[config.mk]
export PLATFORM = sky130hd
export DESIGN_NAME = blit2d_engine
export DESIGN_NICKNAME = d
export VERILOG_FILES = /design/src/rtl/blit2d_engine.sv
export SDC_FILE = /design/constraint.sdc
export NUM_CORES = 1
export LEC_CHECK = 0
export BUFFER_PORTS_ARGS = -buffer_cell sky130_fd_sc_hd__buf_2
export CAP_MARGIN = 40
export CELL_PAD_IN_SITES_DETAIL_PLACEMENT = 0
export CELL_PAD_IN_SITES_GLOBAL_PLACEMENT = 1
export CORE_ASPECT_RATIO = 1.2
export CORE_MARGIN = 5
export CORE_UTILIZATION = 36
export DETAILED_ROUTE_END_ITERATION = 12
export PLACE_DENSITY = 0.89
export SYNTH_ARGS = -nofsm -noshare
export SYNTH_HDL_FRONTEND = slang
export SYNTH_SLANG_ARGS = --single-unit
[constraint.sdc]
create_clock -name clk -period 2.1 [get_ports clk]
set_input_delay 0.21 -clock clk [delete_from_list [all_inputs] [get_ports clk]]
set_output_delay 0.21 -clock clk [all_outputs]
set_load 0.02 [all_outputs]
[src/rtl/blit2d_engine.sv]
module blit2d_engine #(
  parameter int AW    = 16,
  parameter int BW    = 2,
  parameter int LW    = 12,
  parameter int CW    = 10,
  parameter int NBANK = 1 << BW
) (
  input  logic                  clk,
  input  logic                  rst_n,
  input  logic                  start,
  input  logic [BW-1:0]         src_bank,
  input  logic [AW-1:0]         src_addr,
  input  logic [BW-1:0]         dst_bank,
  input  logic [AW-1:0]         dst_addr,
  input  logic [LW-1:0]         line_bytes,
  input  logic [CW-1:0]         line_count,
  input  logic [AW-1:0]         src_step,
  input  logic                  src_step_en,
  input  logic [AW-1:0]         dst_step,
  input  logic                  dst_step_en,
  input  logic [NBANK*AW-1:0]   bank_mask,
  input  logic [NBANK-1:0]      bank_ro,
  output logic                  busy,
  output logic                  done,
  output logic                  err,
  output logic                  cmd_valid,
  input  logic                  cmd_ready,
  output logic                  cmd_write,
  output logic [BW-1:0]         cmd_bank,
  output logic [AW-1:0]         cmd_addr,
  output logic [LW-1:0]         cmd_len,
  input  logic                  cmd_done
);

  typedef enum logic [2:0] {S_IDLE, S_RD, S_RWAIT, S_WR, S_WWAIT} st_t;

  st_t           st;
  logic [BW-1:0] sb, db;
  logic [AW-1:0] sa, da, sstep, dstep;
  logic          sen, den;
  logic [LW-1:0] len;
  logic [CW-1:0] left;

  wire [AW-1:0] smask    = bank_mask[sb*AW +: AW];
  wire [AW-1:0] dmask    = bank_mask[db*AW +: AW];
  wire [AW-1:0] in_smask = bank_mask[src_bank*AW +: AW];
  wire [AW-1:0] in_dmask = bank_mask[dst_bank*AW +: AW];

  assign busy      = (st != S_IDLE);
  assign cmd_valid = (st == S_RD) || (st == S_WR);
  assign cmd_write = (st == S_WR);
  assign cmd_bank  = cmd_write ? db : sb;
  assign cmd_addr  = cmd_write ? da : sa;
  assign cmd_len   = len;

  always_ff @(posedge clk) begin
    if (!rst_n) begin
      st    <= S_IDLE;
      done  <= 1'b0;
      err   <= 1'b0;
      sb    <= '0;
      db    <= '0;
      sa    <= '0;
      da    <= '0;
      sstep <= '0;
      dstep <= '0;
      sen   <= 1'b0;
      den   <= 1'b0;
      len   <= '0;
      left  <= '0;
    end else begin
      done <= 1'b0;
      err  <= 1'b0;
      case (st)
        S_IDLE: if (start) begin
          if (bank_ro[dst_bank])      err  <= 1'b1;
          else if (line_count == '0)  done <= 1'b1;
          else begin
            sb    <= src_bank;
            db    <= dst_bank;
            sa    <= src_addr & in_smask;
            da    <= dst_addr & in_dmask;
            sstep <= src_step;
            dstep <= dst_step;
            sen   <= src_step_en;
            den   <= dst_step_en;
            len   <= line_bytes;
            left  <= line_count;
            st    <= S_RD;
          end
        end
        S_RD:    if (cmd_ready) st <= S_RWAIT;
        S_RWAIT: if (cmd_done)  st <= S_WR;
        S_WR:    if (cmd_ready) st <= S_WWAIT;
        S_WWAIT: if (cmd_done) begin
          if (sen) sa <= (sa + sstep) & smask;
          if (den) da <= (da + dstep) & dmask;
          left <= left - 1'b1;
          if (left == CW'(1)) begin
            st   <= S_IDLE;
            done <= 1'b1;
          end else begin
            st <= S_RD;
          end
        end
        default: st <= S_IDLE;
      endcase
    end
  end

endmodule

======== Yosys cells after proc, flatten, opt, wreduce, memory -nomap -nowiden ========
Cells that the tools add are included.
storage, ports and cells
  word-level logic and storage cells ...... 89
  memories ................................ 0
  memory bits (writable) .................. 0
  ROM bits ................................ 0
  output and inout port bits .............. 35
  bits in registers ....................... 97
  bits in latches ......................... 0
  input bits .............................. 165
cells by class
  $add $sub $neg .......................... 3
  multiplexer cells ....................... 37
  order comparisons ....................... 1
  shift operators ......................... 4
  multipliers ............................. 0
  reduce and logical (&&, ||, !) cells .... 11
  bitwise logic cells ..................... 6
  equality and inequality tests ........... 14
  divide/modulo/power cells ............... 0
operators by type and width
  cell                                                 count
  variable part select 64 x 7 -> 16 bit                4
  two-way mux 16 bit                                   11
  AND 16 bit                                           4
  case mux 16 bit (2 select lines)                     2
  two-way mux 10 bit                                   4
  adder 16 bit                                         2
  two-way mux 3 bit                                    7
  case mux 10 bit (2 select lines)                     1
  inequality test 2 bit (second input constant)        9
  case mux 3 bit (5 select lines)                      1
  AND reduction 6 bit                                  2
  == test 10 x 1 -> 1 bit (second input constant)      1
  zero test 10 bit                                     1
  subtractor 10 x 1 -> 10 bit (second input constant)  1
  two-way mux 1 bit                                    8
  AND reduction 7 bit                                  1
  == test 3 x 2 -> 1 bit (second input constant)       2
  AND reduction 5 bit                                  1
  AND reduction 4 bit                                  1
  == test 3 x 1 -> 1 bit (second input constant)       1
  == test 3 bit (second input constant)                1
  zero test 3 bit                                      1
  < comparator 2 x 3 -> 1 bit (second input constant)  1
  AND reduction 3 bit                                  1
  7 further kinds                                      8

======== Logic depth before layout (Yosys ltp) ========
Gate-level depths: netlist of the first run.
  depth in word-level cells ............... 6
  gate-level depth with buffers ........... 9
  mapped depth without buffers ............ 9

======== Worst setup path after synthesis of the first run ========
Ideal clock, no wire load.
  kind .................................... reg2reg
  start ................................... register sa[6]
  end ..................................... register sa[11]
  period minus slack after synthesis ...... 2.114 ns
  required time ........................... 1.975 ns
  arrival ................................. 1.989 ns
  cell stages (with the launch flop) ...... 9
  setup slack ............................. -0.014 ns
  setup time .............................. 0.125 ns
  cell sequence ........................... dfxtp_1 > ha_1 > clkbuf_1 > a211o_1 > a2111oi_0 > nor2_1 > or3_1 > nand4_1 > a31oi_1
between the ends
  word-level cells in the longest chain between the ends .. 5
ends and longest elaborated chain
  what                              line  source
  start, declared                   39    logic [AW-1:0] sa, da, sstep, dstep;
  start signal, assigned            81    sa <= src_addr & in_smask;
  start signal, assigned            96    if (sen) sa <= (sa + sstep) & smask;
  adder 16 bit                      96
  AND 16 bit                        96
  two-way mux 16 bit                96
  two-way mux 16 bit                95    S_WWAIT: if (cmd_done) begin
  case mux 16 bit (2 select lines)  74    case (st)
Every way passes these cells. The select of a mux whose other input is x is not followed.
A chain may end at the register's enable or synchronous reset.

======== Worst setup path in the final report of the first run ========
  start ................................... register sstep[0]
  end ..................................... register sa[10]
between the ends
  word-level cells in the longest chain between the ends .. 5
ends and longest elaborated chain
  what                              line  source
  start, declared                   39
  start signal, assigned            83    sstep <= src_step;
  adder 16 bit                      96
  AND 16 bit                        96
  two-way mux 16 bit                96
  two-way mux 16 bit                95
  case mux 16 bit (2 select lines)  74
Every way passes these cells. The select of a mux whose other input is x is not followed.

==> impl_metrics.toml, run 1 <==
[floorplan]
num_io_pins = 200
coreArea_um2 = 20330
die_w_um = 141.2
start_util_pct = 36.57
rows = 57
die_h_um = 167.4
die-area_um2 = 23630

[cts]
clock_path_buffers = 2
root_buffer = "clkbuf_16"
cts-buffers-inserted = 9
clkSinkCount = 97
cts_hold_buffers = 0
cts.htree.levels = 3
worstSkewPairLatency_ns = 0.35
path_clk_slew_ns = 0.07
cts_tree = "built"

[setup_path]
path_depth = 11
worstPathArrival_ns = 2.42
slowest_delay_ns = 0.35
cp.required_ns = 2.34
cp_num_buf_inv = 3
reg2reg_depth = 11
worstSetupEndpointType = "flip-flop"
cp-start-kind = "flip-flop"
crit_family = "compound AO/OA/AOI/OAI gates"
crit_fanout = 3
worstPathCellList = "ha_4, inv_2, fa_2, nor2b_4, buf_6, o31a_1, a21o_1, buf_6, or3_4, nand4_1, a31oi_1"
crit_type = "flip-flop to flip-flop"
r2r_slack_ns = -0.07
cpMostUsedCell = "buf_6"
crit_path_top_delay_cell = "or3_4"

[yosys]
ys_ff_latch = 97
muxShareOfSynthArea_pct = 22.98
syn-cell-area_um2 = 7432
yosysSeqAreaShare_pct = 26.13
synth_cell_types = 59
synth_fp_nets = 1055
synthXorXnorAreaFrac_pct = 1.178
synth_top_family_by_area = "multiplexers"
yosysWarnings = 0
synth-compound-area-share_pct = 19.58
synthSimpleGateAreaFrac_pct = 19.76
avgSynthCellArea_um2 = 8.682
synth_fa_ha_area_share_pct = 5.926
synth_cells = 856
synthArstFlopShare_pct = 0
synth_enable_flop_cells = 0
ys.flop_type = "dfxtp_1"

[pwr]
p_int_mw = 3.873
power_frac_seq_pct = 36.9
switchingPower_mw = 1.886
clockPowerShare_pct = 30.7
irDropWorstVdd_mv = 0.3719
leakagePower_nw = 4.136
switching_share_pct = 32.74
p_comb_share_pct = 32.4
power_density_nw_per_um2 = 582.7

[drt]
routed_wl_mm = 29.00
drc_errors = 0
viasPerCell = 5.867
drtAntennaViolNets = 0
dr.pass1.iters = 5
routed-via-count = 8038
drt_iter0_drc = 700
detail_route.wl_per_cell_um = 21.17

[timing]
rsz0062_at_grt = "yes"
clock_skew_ns = 0.005307
worst_slew_pin_slew_ns = 0.5351
min_period_ns = 2.171
hold_viol_final = 0
finalSetupTns_ns = -0.1467
setup_violations = 3
slew_viol_final = 0
setup_ws_ns = -0.07110
maxSlewHeadroom_pct = 64.28
max_freq_ghz = 0.4606
fin_crit_sh_pct = 103.4

[placement]
dpl.hpwl_mm = 22.84
post_dp_cell_area_um2 = 9273
globalplace.congestion = 0.9621
port_buffers = 199

[grt]
grt_usage_pct = 24.04
grt_pass1_wl_mm = 44.34
antenna_found_initial = 0
grt_pass1_vias = 7977
overflow = 0
grt_max_degree = 36

[worst_hold_path]
min_delay_path_depth = 3
min_path_type = "primary input to flip-flop"

[finish]
areaGrowthSynthToFinish_pct = 32.98
drive_gt1_share_pct = 41.30
fillers = 1912
final_area_um2 = 9883
finalNetCount = 1300
finish.utilization_pct = 48.62

[job]
cap_violations = 0

[status]
status = "finished with violations"
violations = "setup timing"
==> routing by layer <==
layer | share of wire, % | GRT usage (%)
met1 | 39 | 30.69
met2 | 47 | 39.29
met3 | 9.4 | 4.621
met4 | 4.7 | 10.96
met5 | 0 | 0
==> registers in the layout (all words and copies together), names as in the netlist, 2 cells and up <==
signal	cells
sb	2
da	16
sstep	16
left	10
cmd_len	12
dstep	16
db	2
st	3
sa	16
==> worst reg2reg max path, stage by stage, from the launching register on <==
cell     delay, ns
dfxtp_2       0.34
ha_4          0.16
inv_2         0.05
fa_2          0.22
nor2b_4       0.06
buf_6         0.11
o31a_1        0.25
a21o_1        0.23
buf_6         0.14
or3_4         0.35
nand4_1       0.09
a31oi_1       0.07
==> power by group through the flow <==
stage               Combinational, mW  Clock, mW  Sequential, mW
floorplan                        1.05          0            2.11
global placement                 1.77          0            2.15
detailed placement               1.78          0            2.15
CTS                              1.80       1.82            2.12
global route                     2.02       1.86            2.14
finish                           1.86       1.77            2.13
==> repair_timing <==
item                       4_1_cts  5_1_grt
pin swaps                        8       22
setup endpoints to repair       30       24
resized for setup               21       42
buffers inserted                 2        3
==> layout make-up <==
class | instances | area, um2 | area share [%]
diodes | 1 | 2.502 | 0.02532
clock buffers | 10 | 229.0 | 2.317
clock inverters | 4 | 70.07 | 0.7090
inverters | 14 | 52.55 | 0.5317
multi-input cells | 683 | 5420 | 54.84
flip-flops and latches | 97 | 1958 | 19.81
well taps | 265 | 331.6 | 3.355
repair buffers | 296 | 1819 | 18.41
==> cell usage after synthesis, types with 3 or more instances <==
cell type	number	share of area, %
o31ai_1	7	0.71
a211oi_1	8	0.81
nor2_1	45	2.3
and4_1	3	0.35
mux4_2	65	20
nor2b_1	3	0.25
nand4b_1	3	0.35
nand2b_1	7	0.59
and2_1	3	0.25
clkbuf_1	39	2.0
mux2_2	19	2.9
nor3_1	9	0.61
o21ai_0	42	2.8
nand3_1	41	2.8
nand4_1	10	0.84
xnor2_1	8	0.94
a41oi_1	5	0.59
inv_1	14	0.71
o32ai_1	5	0.59
o211ai_1	8	0.81
buf_2	18	1.2
and3_1	15	1.3
or3_1	10	0.84
a21oi_1	91	6.1
nand2_1	150	7.6
ha_1	32	5.4
or2_2	5	0.42
nand3b_1	4	0.40
o22ai_1	4	0.34
dfxtp_1	97	26
o21a_1	6	0.61
a31oi_1	26	2.2
a211o_1	3	0.35
a21o_1	9	0.91
nor4_1	4	0.34
mux2i_1	3	0.40
==> layout by cell type (no fill, tap or decap), types with 5 or more instances in the layout <==
cell type / instances
clkbuf_16: 9
a21oi_1: 88
dfxtp_1: 84
mux4_2: 65
buf_12: 7
nor3_1: 8
dfxtp_2: 13
a21o_1: 9
a31oi_1: 26
nand2b_1: 6
a211oi_1: 7
o211ai_1: 8
ha_1: 23
o21ai_0: 37
nor2_1: 44
mux2_2: 18
nand3_1: 41
xnor2_1: 8
ha_4: 7
buf_4: 88
buf_2: 199
o32ai_1: 5
or3_1: 9
o31ai_1: 5
and3_1: 14
nand2_1: 148
o21ai_1: 5
o21a_1: 6
inv_1: 12
nand4_1: 10
==> path summary, 6_finish.rpt <==
| check | start | to |
|---|---|---|
| worst min register to register | cmd_len[2]$_SDFFE_PN0P_ | cmd_len[2]$_SDFFE_PN0P_ |
| worst min-delay path | dst_step[5] | dstep[5]$_SDFFE_PN0P_ |
| worst max-delay path | sstep[0]$_SDFFE_PN0P_ | sa[10]$_SDFFE_PN0P_ |
| worst max register to register | sstep[0]$_SDFFE_PN0P_ | sa[10]$_SDFFE_PN0P_ |
==> logic make-up (layout without fill, tap and decap cells) <==
| family | Yosys count | after routing |
|---|---|---|
| DFF | 97 | 97 |
| muxes | 87 | 87 |
| AOI/OAI and AO/OA | 235 | 235 |
| adders and majority gates | 34 | 34 |
| buffers and inverters | 76 | 324 |
| xor gates and xnor gates | 10 | 10 |
| and+or+nand+nor | 317 | 317 |
| other | 0 | 1 |
==> through the flow <==
step / std cells / hold slack [ns] / setup slack, ns / total power, mW
after CTS: 1366 / 0.07904 / -0.03076 / 5.735
final: 1370 / 0.08282 / -0.07110 / 5.759
after global placement: 1350 / 0.4396 / -0.05596 / 3.919
after global routing: 1369 / 0.08790 / -0.1217 / 6.022
after detailed placement: 1350 / 0.4486 / -0.1220 / 3.938
after floorplan: 856 / 0.3460 / 0.004279 / 3.165
No activity file was read; power rests on OpenSTA's default activity.
==> run 2: changes to the inputs <==
--- a/config.mk
+++ b/config.mk
@@ -14,6 +14,7 @@
 export CORE_UTILIZATION = 36
 export DETAILED_ROUTE_END_ITERATION = 12
 export PLACE_DENSITY = 0.89
+export REMOVE_ABC_BUFFERS = 1
 export SYNTH_ARGS = -nofsm -noshare
 export SYNTH_HDL_FRONTEND = slang
 export SYNTH_SLANG_ARGS = --single-unit
==> run 2 against run 1 <==
Against the previous run:
- highest routed layer is now met5
- clock-buffer cell count shrank 1
- worst hold slack improved by 0.0017 ns
- clock skew barely moved
- setup slack improved by 0.086 ns
- non-clock buffer count decreased by 14
- wire length shrank 4.1%
- die area did not move
- combinational power down 3%
- critical path depth fell by 2
- the flow now finishes without violations
- final cell count fell by 0.73%
- critical path type unchanged
==> impl_metrics.toml, run 2 (synthesis results as in run 1) <==
[setup_path]
worstPathArrival_ns = 2.37
crit_type = "flip-flop to flip-flop"
cp-start-kind = "flip-flop"
worstSetupEndpointType = "flip-flop"
cp.required_ns = 2.39
crit_fanout = 3

[timing]
setup_violations = 0
finalSetupTns_ns = 0
hold_viol_final = 0
min_period_ns = 2.085
fin_crit_sh_pct = 99.30
rsz0062_at_grt = "yes"
slew_viol_final = 0
clock_skew_ns = 0.005467
maxSlewHeadroom_pct = 67.67
worst_slew_pin_slew_ns = 0.4805
max_freq_ghz = 0.4795

[drt]
drt_iter0_drc = 782
wl_met3_mm = 3.125
drc_errors = 0
wl_met2_mm = 12.65
viasPerCell = 5.853
dr.pass1.iters = 6
detail_route.wl_per_cell_um = 20.46
routed-via-count = 7960
drtAntennaViolNets = 0
met1Wirelength_mm = 11.01
routed_wl_mm = 27.82
routed.top_layer = "met5"

[grt]
grt_pass1_wl_mm = 42.88
antenna_found_initial = 9
grt_pass1_vias = 8012
grt_max_degree = 32
overflow = 0
grt_usage_pct = 22.97

[floorplan]
die-area_um2 = 23630
coreArea_um2 = 20330
start_util_pct = 36.57
rows = 57
num_io_pins = 200
die_h_um = 167.4
die_w_um = 141.2

[finish]
mostFrequentLayoutCells = "buf_2 (199), nand2_1 (147), dfxtp_1 (87), a21oi_1 (86), buf_4 (72)"
finalNetCount = 1286
areaGrowthSynthToFinish_pct = 32.27
drive_gt1_share_pct = 40.93
mostFrequentLayoutCell = "buf_2"

[placement]
dpl.hpwl_mm = 21.79
globalplace.congestion = 0.9358
port_buffers = 199

[cts]
cts_tree = "built"
clock_path_buffers = 2
cts.htree.levels = 3
root_buffer = "clkbuf_16"
worstSkewPairLatency_ns = 0.36
path_clk_slew_ns = 0.08
cts-buffers-inserted = 9
clkSinkCount = 97

[pwr]
leakagePower_nw = 4.060
total_power_mw = 5.579
power_density_nw_per_um2 = 567.5
irDropWorstVdd_mv = 0.3944

[status]
status = "completed"

[worst_hold_path]
min_path_type = "primary input to flip-flop"

[job]
cap_violations = 0
run 2: cell types whose count changed in the layout (fill, tap and decap cells not counted), moves of 2 or more:
cell / before / now
ha_1: 23 / 20
inv_6: 0 / 4
ha_2: 2 / 5
bufinv_16: 2 / 0
clkinv_4: 0 / 2
dfxtp_2: 13 / 10
clkinv_2: 2 / 0
a21oi_1: 88 / 86
buf_12: 7 / 10
dfxtp_1: 84 / 87
diode_2: 1 / 3
buf_4: 88 / 72
run 2: timing repair:
action,4_1_cts,5_1_grt
hold buffers,0,0
pin swaps,8,26
resized for setup,28,38
endpoints found under the setup margin,12,34
setup buffers,5,4
run 2: report_power, final:
part | internal, mW | total, mW | switching (mW)
registers | 1.99 | 2.12 | 0.131
clock network | 0.827 | 1.65 | 0.822
logic | 0.839 | 1.81 | 0.975
total | 3.65 | 5.58 | 1.93
run 2: through the flow:
stage                     util, %  std cells  setup WS [ns]  hold WS [ns]  area [um2]
final                       48.37       1360        0.01465       0.08450        9831
after global routing        48.37       1360       -0.06002       0.08154        9831
after CTS                   47.33       1355       -0.03148       0.06851        9619
after detailed placement    45.21       1334        -0.1186        0.4448        9189
after global placement      45.21       1334       -0.06146        0.4384        9189
after floorplan                 -        794        -0.7455        0.3460        7154
run 2: worst max-delay path, cell delays in order, from the launching register on:
cell	delay, ns
dfxtp_2	0.36
ha_4	0.15
inv_2	0.04
fa_2	0.36
nor2b_4	0.17
o31a_1	0.17
a21o_1	0.24
o31ai_4	0.08
mux2_4	0.30
a31oi_1	0.14
run 2: final cells by class:
class	instances	area (um2)
antenna	3	7.507
clock buffer	9	225.2
clock inverter	7	60.06
fill	1947	10500
inverter	14	52.55
multi-input combinational	683	5451
sequential	97	1954
tap	265	331.6
timing repair buffer	282	1748
run 2: worst paths after layout:
check | from | end | slack (ns) | cells past startpoint
worst max-delay path | sstep[0]$_SDFFE_PN0P_ | sa[14]$_SDFFE_PN0P_ | 0.01 | 9
worst min-delay path | line_bytes[1] | cmd_len[1]$_SDFFE_PN0P_ | 0.08 | 3
worst max register to register | sstep[0]$_SDFFE_PN0P_ | sa[14]$_SDFFE_PN0P_ | 0.01 | 9
worst min register to register | cmd_len[2]$_SDFFE_PN0P_ | cmd_len[2]$_SDFFE_PN0P_ | 0.45 | 2
run 2: per-layer routing:
metal,track usage [%],vias up
li1,-,3708
met1,29.01,3728
met2,36.76,438
met3,7.330,74
met4,8.470,12
met5,0,-
